## src/rtl/bsl_pkg.sv

```systemverilog
package bsl_pkg;

  typedef enum logic [1:0] {
    MODE_LATCH = 2'b00,
    MODE_STEER = 2'b01,
    MODE_HOLD  = 2'b10,
    MODE_CLEAR = 2'b11
  } mode_t;

  // Strobes from control to datapath
  typedef struct packed {
    logic writeSel;   // selected bit loads data
    logic keepOthers; // unselected bits hold (else zero)
    logic zeroAll;    // every bit goes to zero
  } strobe_t;

endpackage

```

## src/rtl/bsl_decode.sv

```systemverilog
module bsl_decode #(
  parameter int ADDR_W = 3,
  localparam int NUM_OUT = 1 << ADDR_W
) (
  input  logic [ADDR_W-1:0]  selIn,
  output logic [NUM_OUT-1:0] hitVec
);

  for (genvar i = 0; i < NUM_OUT; i++) begin : g_hit
    assign hitVec[i] = (selIn == ADDR_W'(i));
  end

  always_comb begin
    a_r7_onehot_select : assert ($countones(hitVec) == 1);
  end

endmodule

```

## src/rtl/bsl_ctrl.sv

```systemverilog
module bsl_ctrl
  import bsl_pkg::*;
(
  input  logic    enableN,
  input  logic    clearIn,
  output strobe_t strobe
);

  mode_t mode;

  assign mode = mode_t'({enableN, clearIn});

  always_comb begin
    strobe = '0;
    unique case (mode)
      MODE_LATCH: begin strobe.writeSel = 1'b1; strobe.keepOthers = 1'b1; end
      MODE_STEER: begin strobe.writeSel = 1'b1; strobe.keepOthers = 1'b0; end
      MODE_HOLD:  begin strobe.writeSel = 1'b0; strobe.keepOthers = 1'b1; end
      MODE_CLEAR: begin strobe.zeroAll  = 1'b1; end
      default:    strobe = '0;
    endcase
  end

  // clearing never combines with a write
  always_comb begin
    a_r6_clear_excludes_write : assert (!(strobe.zeroAll && strobe.writeSel));
  end

endmodule

```

## src/rtl/bsl_dp.sv

```systemverilog
module bsl_dp
  import bsl_pkg::*;
#(
  parameter int ADDR_W = 3,
  localparam int NUM_OUT = 1 << ADDR_W
) (
  input  logic               clk,
  input  logic               rst,
  input  strobe_t            strobe,
  input  logic [NUM_OUT-1:0] hitVec,
  input  logic               dataIn,
  output logic [NUM_OUT-1:0] bitsQ
);

  for (genvar i = 0; i < NUM_OUT; i++) begin : g_bit
    always_ff @(posedge clk) begin
      if (rst)                                bitsQ[i] <= 1'b0;
      else if (strobe.zeroAll)                bitsQ[i] <= 1'b0;
      else if (strobe.writeSel && hitVec[i])  bitsQ[i] <= dataIn;
      else if (!strobe.keepOthers)            bitsQ[i] <= 1'b0;
    end
  end

  // an unselected bit never changes while others are kept
  a_r3_unselected_hold : assert property (@(posedge clk) disable iff (rst)
    (strobe.keepOthers && !strobe.zeroAll) |=>
      ((bitsQ & ~$past(hitVec)) == ($past(bitsQ) & ~$past(hitVec))));

endmodule

```

## src/rtl/bit_select_latch.sv

```systemverilog
module bit_select_latch
  import bsl_pkg::*;
#(
  parameter int ADDR_W = 3,
  localparam int NUM_OUT = 1 << ADDR_W
) (
  input  logic               clk,
  input  logic               rst,
  input  logic [ADDR_W-1:0]  selIn,
  input  logic               dataIn,
  input  logic               enableN,
  input  logic               clearIn,
  output logic [NUM_OUT-1:0] outBits
);

  strobe_t            strobe;
  logic [NUM_OUT-1:0] hitVec;

  bsl_ctrl u_ctrl (
    .enableN (enableN),
    .clearIn (clearIn),
    .strobe  (strobe)
  );

  bsl_decode #(.ADDR_W(ADDR_W)) u_dec (
    .selIn  (selIn),
    .hitVec (hitVec)
  );

  bsl_dp #(.ADDR_W(ADDR_W)) u_dp (
    .clk    (clk),
    .rst    (rst),
    .strobe (strobe),
    .hitVec (hitVec),
    .dataIn (dataIn),
    .bitsQ  (outBits)
  );

  a_r1_reset_zero : assert property (@(posedge clk)
    rst |=> (outBits == '0));

  a_r2_latch_write : assert property (@(posedge clk) disable iff (rst)
    (!enableN && !clearIn) |=> (outBits[$past(selIn)] == $past(dataIn)));

  a_r4_hold_stable : assert property (@(posedge clk) disable iff (rst)
    (enableN && !clearIn) |=> $stable(outBits));

  a_r5_steer_single : assert property (@(posedge clk) disable iff (rst)
    (!enableN && clearIn) |=>
      (($countones(outBits) <= 1) && (outBits[$past(selIn)] == $past(dataIn))));

  a_r6_clear_all : assert property (@(posedge clk) disable iff (rst)
    (enableN && clearIn) |=> (outBits == '0));

endmodule

```

## config.mk

```make
export PLATFORM = sky130hd
export DESIGN_NAME = bit_select_latch
export DESIGN_NICKNAME = d
export VERILOG_FILES = /design/src/rtl/bsl_pkg.sv /design/src/rtl/bsl_decode.sv /design/src/rtl/bsl_ctrl.sv /design/src/rtl/bsl_dp.sv /design/src/rtl/bit_select_latch.sv
export SDC_FILE = /design/constraint.sdc
export NUM_CORES = 1
export LEC_CHECK = 0
export BUFFER_PORTS_ARGS = -buffer_cell sky130_fd_sc_hd__buf_4
export CORE_MARGIN = 3
export CORE_UTILIZATION = 25
export CTS_CLUSTER_DIAMETER = 150
export DETAILED_ROUTE_END_ITERATION = 7
export PLACE_DENSITY = 0.51
export SLEW_MARGIN = 20
export SYNTH_ARGS = -nofsm -noshare
export SYNTH_HDL_FRONTEND = slang
export SYNTH_SLANG_ARGS = --single-unit
```

## constraint.sdc

```tcl
create_clock -name clk -period 2.19 [get_ports clk]
set_input_delay 0 -clock clk [delete_from_list [all_inputs] [get_ports clk]]
set_output_delay 0 -clock clk [all_outputs]
set_load 0.02 [all_outputs]
```

## After elaboration in Yosys (flattened, before gate mapping)

Index checks and enable logic that the tools add are counted.

- Equal/unequal tests: 18
- Mux-type cells: 11
- Reductions and logical operators: 11

Operators with widths:

| operator | number |
|---|---|
| $ne 2x2->1 const B | 8 |
| $eq 3x3->1 const B | 4 |
| $mux 1 | 10 |
| $logic_and 1x1->1 | 8 |
| $eq 3x2->1 const B | 2 |
| $pmux 2 s3 | 1 |
| $eq 2x2->1 const B | 2 |
| $eq 3x1->1 const B | 1 |
| $logic_not 3->1 | 1 |
| $eq 2x1->1 const B | 1 |
| $logic_not 2->1 | 1 |
| $reduce_or 2->1 | 1 |

- Register bits after elaboration: 8
- Input bits: 8
- Output and inout port bits: 8
- Logic and storage cells: 48

## Logic depth before layout (Yosys ltp)

Gate-level depths: netlist (run 1).

- Depth after elaboration: 4
- Depth in mapped cells: 4
- Mapped depth without buffers: 3

## Modules after synthesis

From an unflattened synthesis (run 1), not the netlist that was laid out.

- Cells, all modules: 57
- Area total of the unflattened synthesis: 460.4 µm²

Modules (own cells, without submodules):

| module | instances | cells each | area an instance (µm²) | seq. area each (µm²) |
|---|---|---|---|---|
| bsl_dp | 1 | 46 | 381.6 | 160.2 |
| bsl_decode | 1 | 8 | 65.1 | 0.0 |
| bsl_ctrl | 1 | 3 | 13.8 | 0.0 |

## Worst setup path before layout (run 1)

OpenSTA, ideal clock, no wires.

- Kind: register to register
- Start: register u_dp.bitsQ[7] (netlist name)
- End: register u_dp.bitsQ[7]
- Library setup time: 0.120 ns
- Arrival time: 0.651 ns
- Data required time: 2.070 ns
- Slack: 1.419 ns
- Cell stages (with the launch flop): 4
- Path buffers: 0
- Clock period less this slack: 0.771 ns
- Cells stage by stage: dfxtp_1 > nor2b_1 > mux2i_1 > nor2_1

RTL lines:

| what | line | source |
|---|---|---|
| end signal, assigned by index | bsl_dp.sv:19 | `else if (strobe.writeSel && hitVec[i]) bitsQ[i] <= dataIn;` |
| end, declared | bsl_dp.sv:12 | `output logic [NUM_OUT-1:0] bitsQ` |

## Worst setup path in the final report (run 1)

- Start: register u_dp.bitsQ[1]
- End: output outBits[1]

RTL lines:

| what | line | source |
|---|---|---|
| end, declared | bit_select_latch.sv:13 | `output logic [NUM_OUT-1:0] outBits` |

No word-level cell between the ends.

==> impl_metrics.csv, run 1 <==
group,metric,value,unit
sta,rsz0062_at_grt,"no",
setup_path,worstPathArrival,720,ps
placed_design,dp_cells,80,
sta,finalSetupViolCount,0,
sta,fmax,1.39,GHz
sta,period_needed,721,ps
global_routing,overflow,0,
yosys,yosysTopAreaCell,"dfxtp_1",
global_routing,grt_pass1_wl,1.61,mm
outcome,outcome,"complete, no violations",
yosys,synth_seq_cells,8,
layout,drive_gt1_share,37.3,%
setup_path,start_kind,"flip-flop",
clock_tree,cts.clk_slew.worst_paths,60,ps
layout,final_cells,83,
sta,finalCritPeriodShare,32.9,%
yosys,synth_nets,51,
detailed_routing,ant_nets,0,
floorplanning,core-area,1590,sq um
clock_tree,cts_buffers,3,
power,leakage,0.240,nW
layout,top_regs,"u_dp.bitsQ (8)",
layout,largest_register_ffs,8,
placed_design,hpwlAfterDp,651,um
min_path,min_path_type,"input port to flip-flop",
yosys,ys_warn_count,0,
yosys,seq_area_frac_synth,35.8,%
layout,syn2layout_area_growth,33.2,%
yosys,synth_edf_count,0,
setup_path,critical_path.top_delay_family,"flip-flops",
layout,n_antenna_cell,0,
setup_path,crit_chain,"buf_4",
min_path,hp-start,"dataIn",
clock_tree,cts-root-buf,"clkbuf_4",
setup_path,crit_start,"u_dp.bitsQ[1]",
detailed_routing,wl,928,um
yosys,syn_area_per_cell,10.4,sq um
detailed_routing,num_vias,363,
power,clkPwrFrac,37.3,%
yosys,syn_inst,43,
clock_tree,htree_levels,1,
clock_tree,post_cts.repair.setup_buffers,0,
detailed_routing,viasPerCell,4.37,
global_routing,grt_pass1_vias,345,
setup_path,cp_num_buf_inv,1,
placed_design,numPortBuffers,15,
global_routing,track_usage,9.10,%
clock_tree,ctsResizeCount,0,
flow_run,drv_cap,0,
clock_tree,cts_tree,"done",
setup_path,r2r_start,"u_dp.bitsQ[7]",
floorplanning,start_util,28.1,%
clock_tree,clkLatencyLatePin,250,ps
power,p_sw,0.0738,mW
detailed_routing,drcViolationCount,0,
floorplanning,io_pins,16,
setup_path,cp-end-kind,"primary output",
detailed_routing,routedWlPerCell,11.2,um
setup_path,path_max_fanout,2,
yosys,synth_common_cells,"8 x dfxtp_1, 8 x mux2i_1, 8 x nor2_1, 8 x nor2b_1",
sta,hold_slack,54.9,ps
layout,top_register,"u_dp.bitsQ",
power,powerDensity,509,nW/um^2
power,seq_power_share,48.7,%
clock_tree,clk_path_buf_depth,2,
power,swShare,24.3,%
power,irDropWorstVdd,0.000325,V
floorplanning,die_area,2340,sq um
floorplanning,fp.dieH,48.3,um
global_routing,antenna_found_initial,0,
yosys,synth_top_area_share,35.8,%
clock_tree,cts_sinks,8,
setup_path,cp_slowest_stage_delay,330,ps
yosys,netlist_area,448,sq um
global_routing,grt_start_max_net_pins,10,
sta,setup_tns,0,ps
setup_path,cp_data_required_time,2190,ps
sta,skew,0,ps
sta,worstMarginPinSlew,273,ps
setup_path,setup.worst_path.class,"flip-flop to primary output",
floorplanning,die_w,48.3,um
floorplanning,rows,14,
setup_path,cp_slowest_cell,"dfxtp_1",
yosys,synthTopCellsByArea,"dfxtp_1 36%, mux2i_1 18%, nor2b_1 11%, nor4b_2 10%, and4bb_1 8.4%",
power,combPwrFrac,13.9,%
layout,layout.nets,69,
sta,slew_violations,0,
detailed_routing,firstDrtPassIters,2,
yosys,ys.flop_type,"dfxtp_1",
sta,slew_headroom,81.8,%
sta,hold_viol,0,
yosys,synth_cell_types,11,
power,intPower,0.230,mW
clock_tree,holdBufCountCts,0,
power,finalPower,0.304,mW
yosys,async_flop_share,0,%
detailed_routing,drt_iter0_drc,2,
setup_path,r2r_slack,1470,ps
placed_design,gp_congestion,0.687,
logic make-up after synthesis:
| logic type | after synthesis | share of synthesized area, % |
|---|---|---|
| AO/OA/AOI/OAI | 1 | 1.68 |
| buffers and inverters | 2 | 3.63 |
| flip-flops | 8 | 35.8 |
| multiplexers | 8 | 17.9 |
| AND/OR/NAND/NOR | 24 | 41.1 |
worst paths after layout:
path / to / depth (start not counted)
max: outBits[1] / 1
min: u_dp.bitsQ[2] / 3
max reg2reg: u_dp.bitsQ[7] / 3
min reg2reg: u_dp.bitsQ[2] / 3
power groups by stage:
stage | logic [mW] | registers (mW) | clock network [mW]
5_1_grt | 0.0471 | 0.148 | 0.130
4_1_cts | 0.0433 | 0.148 | 0.123
2_1_floorplan | 0.0200 | 0.153 | 0
6_report | 0.0423 | 0.148 | 0.113
3_5_place_dp | 0.0432 | 0.151 | 0
3_3_place_gp | 0.0432 | 0.151 | 0
through the flow:
stage	instance area [sq um]	setup WS, ps	utilization, %
floorplan	448	1420	-
global placement	574	1290	36.0
detailed placement	574	1340	36.0
CTS	597	1450	37.4
global route	597	1400	37.4
finish	597	1470	37.4
final cells by class:
type / count / area (sq um)
fill: 178 / 997
clock buffer: 3 / 22.5
sequential: 8 / 160
multi-input combinational: 33 / 272
timing repair buffer: 15 / 113
tap: 24 / 30.0
per-layer routing:
layer,vias up,global-route usage (%),wire (um)
li1,185,-,-
met1,161,10.1,465
met2,15,13.1,365
met3,2,6.44,84
met4,0,4.27,13
met5,-,0,0
layout by cell type, fill, tap and decap left out:
master and n:
buf_4 15, nor2b_1 8, mux2i_1 8, nor2_1 8, dfxtp_1 8, and4bb_1 3, nor4b_2 3, clkbuf_4 3
a21o_1 1, nor4_2 1, nand4b_1 1
Power figures use the tool's default switching activity.
==> run 2: changes to the inputs <==
==> constraint.sdc (replaced) <==
create_clock -name clk -period 0.8 [get_ports clk]
set_input_delay 0 -clock clk [delete_from_list [all_inputs] [get_ports clk]]
set_output_delay 0 -clock clk [all_outputs]
set_load 0.02 [all_outputs]
==> impl_metrics.csv, run 2 (synthesized netlist as in run 1, its figures left out) <==
group,metric,value,unit
power,powerDensity,1380,nW/um^2
floorplanning,fp.dieH,48.3,um
detailed_routing,routedWlPerCell,11.7,um
sta,slew_violations,0,
detailed_routing,firstDrtPassIters,2,
global_routing,antenna_found_initial,0,
clock_tree,clkLatencyLatePin,250,ps
placed_design,placed_area,582,sq um
clock_tree,cts.clk_slew.worst_paths,60,ps
sta,fin_ws,70.3,ps
placed_design,dp_slack,-73.6,ps
layout,syn2layout_area_growth,34.9,%
setup_path,setup.worst_path.class,"flip-flop to flip-flop",
layout,top_regs,"u_dp.bitsQ (8)",
clock_tree,cts_buffers,3,
setup_path,worstPathArrival,860,ps
detailed_routing,num_vias,364,
sta,worstMarginPinSlew,279,ps
clock_tree,ctsResizeCount,0,
detailed_routing,wl,983,um
layout,final_cell_mix,"16 x buf_4, 8 x nor2b_1, 8 x mux2i_1, 8 x nor2_1, 8 x dfxtp_1",
clock_tree,holdBufCountCts,0,
clock_tree,cts-root-buf,"clkbuf_4",
clock_tree,post_cts.repair.setup_buffers,0,
floorplanning,rows,14,
layout,nFillCells,175,
layout,drive_gt1_share,38.3,%
sta,slew_headroom,81.3,%
layout,layout_commonest_cell,"buf_4",
layout,n_antenna_cell,0,
floorplanning,start_util,28.1,%
setup_path,start_kind,"flip-flop",
sta,finalSetupViolCount,0,
global_routing,overflow,0,
setup_path,reg2regPathDepth,3,
layout,top_register,"u_dp.bitsQ",
sta,finalCritPeriodShare,91.2,%
global_routing,grt_pass1_wl,1.64,mm
detailed_routing,drt_iter0_drc,2,
placed_design,dp_cells,81,
floorplanning,core-area,1590,sq um
clock_tree,htree_levels,1,
sta,skew,0,ps
layout,fin_area,604,sq um
placed_design,hpwlAfterDp,684,um
clock_tree,clk_path_buf_depth,2,
min_path,min_path_cells,3,
outcome,outcome,"complete, no violations",
placed_design,numPortBuffers,15,
global_routing,track_usage,9.25,%
detailed_routing,ant_nets,0,
power,finalPower,0.837,mW
setup_path,cp_data_required_time,930,ps
min_path,min_path_type,"input port to flip-flop",
power,leakage,0.245,nW
sta,fmax,1.37,GHz
placed_design,gp_congestion,0.694,
layout,final_cells,84,
layout,largest_register_ffs,8,
sta,rsz0062_at_grt,"no",
power,irDropWorstVdd,0.000898,V
setup_path,path_max_fanout,2,
floorplanning,die_area,2340,sq um
detailed_routing,drcViolationCount,0,
clock_tree,cts_tree,"done",
floorplanning,die_w,48.3,um
global_routing,grt_pass1_vias,324,
sta,period_needed,730,ps
layout,layout.nets,70,
floorplanning,io_pins,16,
setup_path,cp-end-kind,"flip-flop",
flow_run,drv_cap,0,
clock_tree,cts_sinks,8,
global_routing,grt_start_max_net_pins,10,
sta,hold_viol,0,
detailed_routing,viasPerCell,4.33,
run 2: layer usage:
metal | share of wire (%) | track usage (%) | vias up | wire length, um
li1 | - | - | 190 | -
met1 | 55 | 13.9 | 161 | 538
met2 | 38 | 9.86 | 11 | 372
met3 | 5.9 | 4.29 | 2 | 58
met4 | 1.4 | 5.69 | 0 | 14
met5 | 0 | 0 | - | 0
run 2: report_power, final:
group / internal, mW / switching [mW] / leakage, nW
combinational: 0.0574 / 0.0645 / 0.167
sequential: 0.403 / 0.00177 / 0.0646
clock: 0.172 / 0.139 / 0.0138
run 2: critical path: stages, from the launching register on:
cell	delay, ps
dfxtp_1	310
nor2b_1	120
mux2i_1	120
nor2_1	60
run 2: path summary, 6_finish.rpt:
kind	startpoint	to	slack, ps
worst max-delay path	u_dp.bitsQ[0]	u_dp.bitsQ[0]	70
worst min-delay path	dataIn	u_dp.bitsQ[6]	70
worst min register to register	u_dp.bitsQ[5]	u_dp.bitsQ[5]	610
worst max register to register	u_dp.bitsQ[0]	u_dp.bitsQ[0]	70
run 2: metrics by stage:
step	util (%)	setup TNS, ps	hold WS [ps]
after detailed placement	36.5	-214	324
final	37.9	0	67.3
after global routing	37.9	0	91.3
after CTS	37.9	0	61.8
after global placement	36.5	-221	325
after floorplan	-	0	224
run 2: final cells by class:
cell class	count	area [sq um]	area share, %
multi-input cells	33	272	44.9
flip-flops and latches	8	160	26.5
repair buffers	16	120	19.9
well taps	24	30.0	4.97
clock buffers	3	22.5	3.73
==> run 3: changes to the inputs <==
--- a/config.mk
+++ b/config.mk
@@ -5,6 +5,7 @@
 export SDC_FILE = /design/constraint.sdc
 export NUM_CORES = 1
 export LEC_CHECK = 0
+export ABC_AREA = 1
 export BUFFER_PORTS_ARGS = -buffer_cell sky130_fd_sc_hd__buf_4
 export CORE_MARGIN = 3
 export CORE_UTILIZATION = 25
==> impl_metrics.csv, run 3 <==
group,metric,value,unit
placed_design,hpwlAfterDp,717,um
yosys,ys.flop_type,"dfxtp_1",
layout,multi_input_area,224,sq um
flow_run,drv_cap,0,
layout,top_register,"u_dp.bitsQ",
sta,finalSetupViolCount,0,
setup_path,r2r_end,"u_dp.bitsQ[0]",
yosys,yosysTopAreaCell,"dfxtp_1",
sta,rsz0062_at_grt,"no",
sta,setup_tns,0,ps
sta,period_needed,724,ps
yosys,synth_cell_types,10,
layout,drive_gt1_share,25.6,%
detailed_routing,drcViolationCount,0,
setup_path,crit_end,"outBits[2]",
floorplanning,fp.dieH,47.9,um
global_routing,grt_start_max_net_pins,10,
yosys,synth_top_area_share,36.6,%
detailed_routing,firstDrtPassIters,4,
setup_path,r2r_start,"u_dp.bitsQ[0]",
setup_path,cp_slowest_cell,"dfxtp_1",
sta,finalCritPeriodShare,90.5,%
setup_path,cp_slowest_stage_delay,330,ps
min_path,min_path_type,"input port to flip-flop",
global_routing,grt_pass1_vias,381,
global_routing,track_usage,10.2,%
clock_tree,holdBufCountCts,0,
clock_tree,post_cts.repair.setup_buffers,0,
detailed_routing,num_vias,449,
layout,largest_register_ffs,8,
sta,skew,0,ps
floorplanning,io_pins,16,
sta,slew_headroom,82.9,%
clock_tree,clk_path_buf_depth,2,
layout,syn2layout_area_growth,34.3,%
clock_tree,cts_sinks,8,
yosys,synth_seq_cells,8,
placed_design,numPortBuffers,15,
detailed_routing,viasPerCell,4.40,
power,leakage,0.265,nW
clock_tree,ctsResizeCount,0,
clock_tree,htree_levels,1,
detailed_routing,routedWlPerCell,9.98,um
layout,n_antenna_cell,0,
setup_path,crit_chain,"buf_4",
yosys,yosysMostFrequentCell,"nor2_1",
clock_tree,clkLatencyLatePin,250,ps
layout,top_regs,"u_dp.bitsQ (8)",
yosys,syn_inst,69,
setup_path,crit_start,"u_dp.bitsQ[2]",
setup_path,cp_data_required_time,800,ps
outcome,outcome,"complete, no violations",
setup_path,r2r_slack,120,ps
yosys,synth_edf_count,0,
global_routing,antenna_found_initial,0,
power,irDropWorstVdd,0.000686,V
setup_path,path_max_fanout,2,
sta,fmax,1.38,GHz
layout,area.sequential,160,sq um
floorplanning,die_w,47.9,um
layout,layout.nets,96,
yosys,ys_warn_count,0,
floorplanning,core-area,1580,sq um
yosys,syn_area_per_cell,6.35,sq um
global_routing,grt_pass1_wl,1.55,mm
setup_path,start_kind,"flip-flop",
detailed_routing,wl,1.02,mm
layout,fin_area,588,sq um
layout,nFillCells,176,
floorplanning,rows,14,
detailed_routing,ant_nets,0,
yosys,async_flop_share,0,%
sta,hold_viol,0,
yosys,seq_area_frac_synth,36.6,%
floorplanning,die_area,2290,sq um
setup_path,cp_num_buf_inv,1,
sta,worstMarginPinSlew,255,ps
setup_path,critical_path.top_delay_family,"flip-flops",
yosys,synthTopCellsByArea,"dfxtp_1 37%, nor2_1 16%, inv_1 10%, a21oi_1 9.1%, nand3_1 9.1%",
setup_path,setup.worst_path.class,"flip-flop to primary output",
floorplanning,start_util,27.8,%
setup_path,reg2regPathDepth,4,
setup_path,cp.depth,1,
power,finalPower,0.877,mW
clock_tree,cts.clk_slew.worst_paths,60,ps
detailed_routing,drt_iter0_drc,2,
yosys,netlist_area,438,sq um
yosys,synth_common_cells,"19 x nor2_1, 12 x inv_1, 9 x nand2_1",
power,powerDensity,1490,nW/um^2
layout,final_cell_mix,"19 x nor2_1, 15 x buf_4, 12 x inv_1",
placed_design,placed_area,566,sq um
setup_path,cp-end-kind,"primary output",
placed_design,gp_congestion,0.709,
global_routing,overflow,0,
clock_tree,cts_tree,"done",
clock_tree,cts-root-buf,"clkbuf_4",
yosys,synth_nets,77,
setup_path,worstPathArrival,720,ps
clock_tree,cts_buffers,3,
sta,slew_violations,0,
layout,layout_commonest_cell,"nor2_1",
==> run 3: cell count changes in the layout (fill, tap and decap cells not counted), moves of 2 or more <==
| cell | previous run | this run |
|---|---|---|
| inv_1 | 0 | 12 |
| nor2_1 | 8 | 19 |
| nand2_1 | 0 | 9 |
| a21oi_1 | 0 | 8 |
| mux2i_1 | 8 | 0 |
| nand3_1 | 0 | 8 |
| nor2b_1 | 8 | 0 |
| and4bb_1 | 3 | 0 |
| nor4b_2 | 3 | 0 |
| nor2_4 | 0 | 2 |
==> run 3: worst min path at each step <==
stage,depth (start not counted),startpoint,slack (ps),endpoint
floorplan,3,rst,160,u_dp.bitsQ[0]
global placement,4,rst,280,u_dp.bitsQ[0]
detailed placement,4,rst,280,u_dp.bitsQ[6]
CTS,4,rst,7,u_dp.bitsQ[6]
global route,4,rst,20,u_dp.bitsQ[6]
finish,4,rst,20,u_dp.bitsQ[6]
==> run 3: area by class of cell <==
cell class / count / area share, %
multi-input combinational: 47 / 38.1
sequential: 8 / 27.2
timing repair buffer: 15 / 19.1
inverter: 13 / 8.30
clock buffer: 3 / 3.83
tap: 16 / 3.40
==> run 3: metal layers <==
metal | global-route usage [%] | up-vias | wire length [um]
met5 | 0 | - | 0
li1 | - | 247 | -
met3 | 6.02 | 4 | 106
met4 | 7.53 | 0 | 24
met2 | 14.2 | 16 | 409
met1 | 11.3 | 182 | 478
==> run 3: stage by stage <==
stage	hold slack (ps)	utilization (%)	setup WS (ps)	instances
after floorplan	159	-	59.5	69
final	20.3	37.3	75.8	102
after CTS	6.71	37.3	57.9	102
after global routing	19.0	37.3	3.26	102
after detailed placement	283	35.9	130	99
after global placement	284	35.9	125	99
==> run 3: report_power, final <==
part,internal [mW],leakage (nW),total (mW),switching (mW)
combinational,0.0602,0.186,0.152,0.0923
clock,0.172,0.0138,0.315,0.143
sequential,0.406,0.0647,0.409,0.00333
total,0.638,0.265,0.877,0.238
==> run 3: logic make-up after synthesis <==
| kind of cell | count (synthesis) | share of synthesized area [%] |
|---|---|---|
| simple gates | 38 | 38.3 |
| buf+inv | 14 | 12.3 |
| flops | 8 | 36.6 |
| compound gates | 9 | 12.9 |
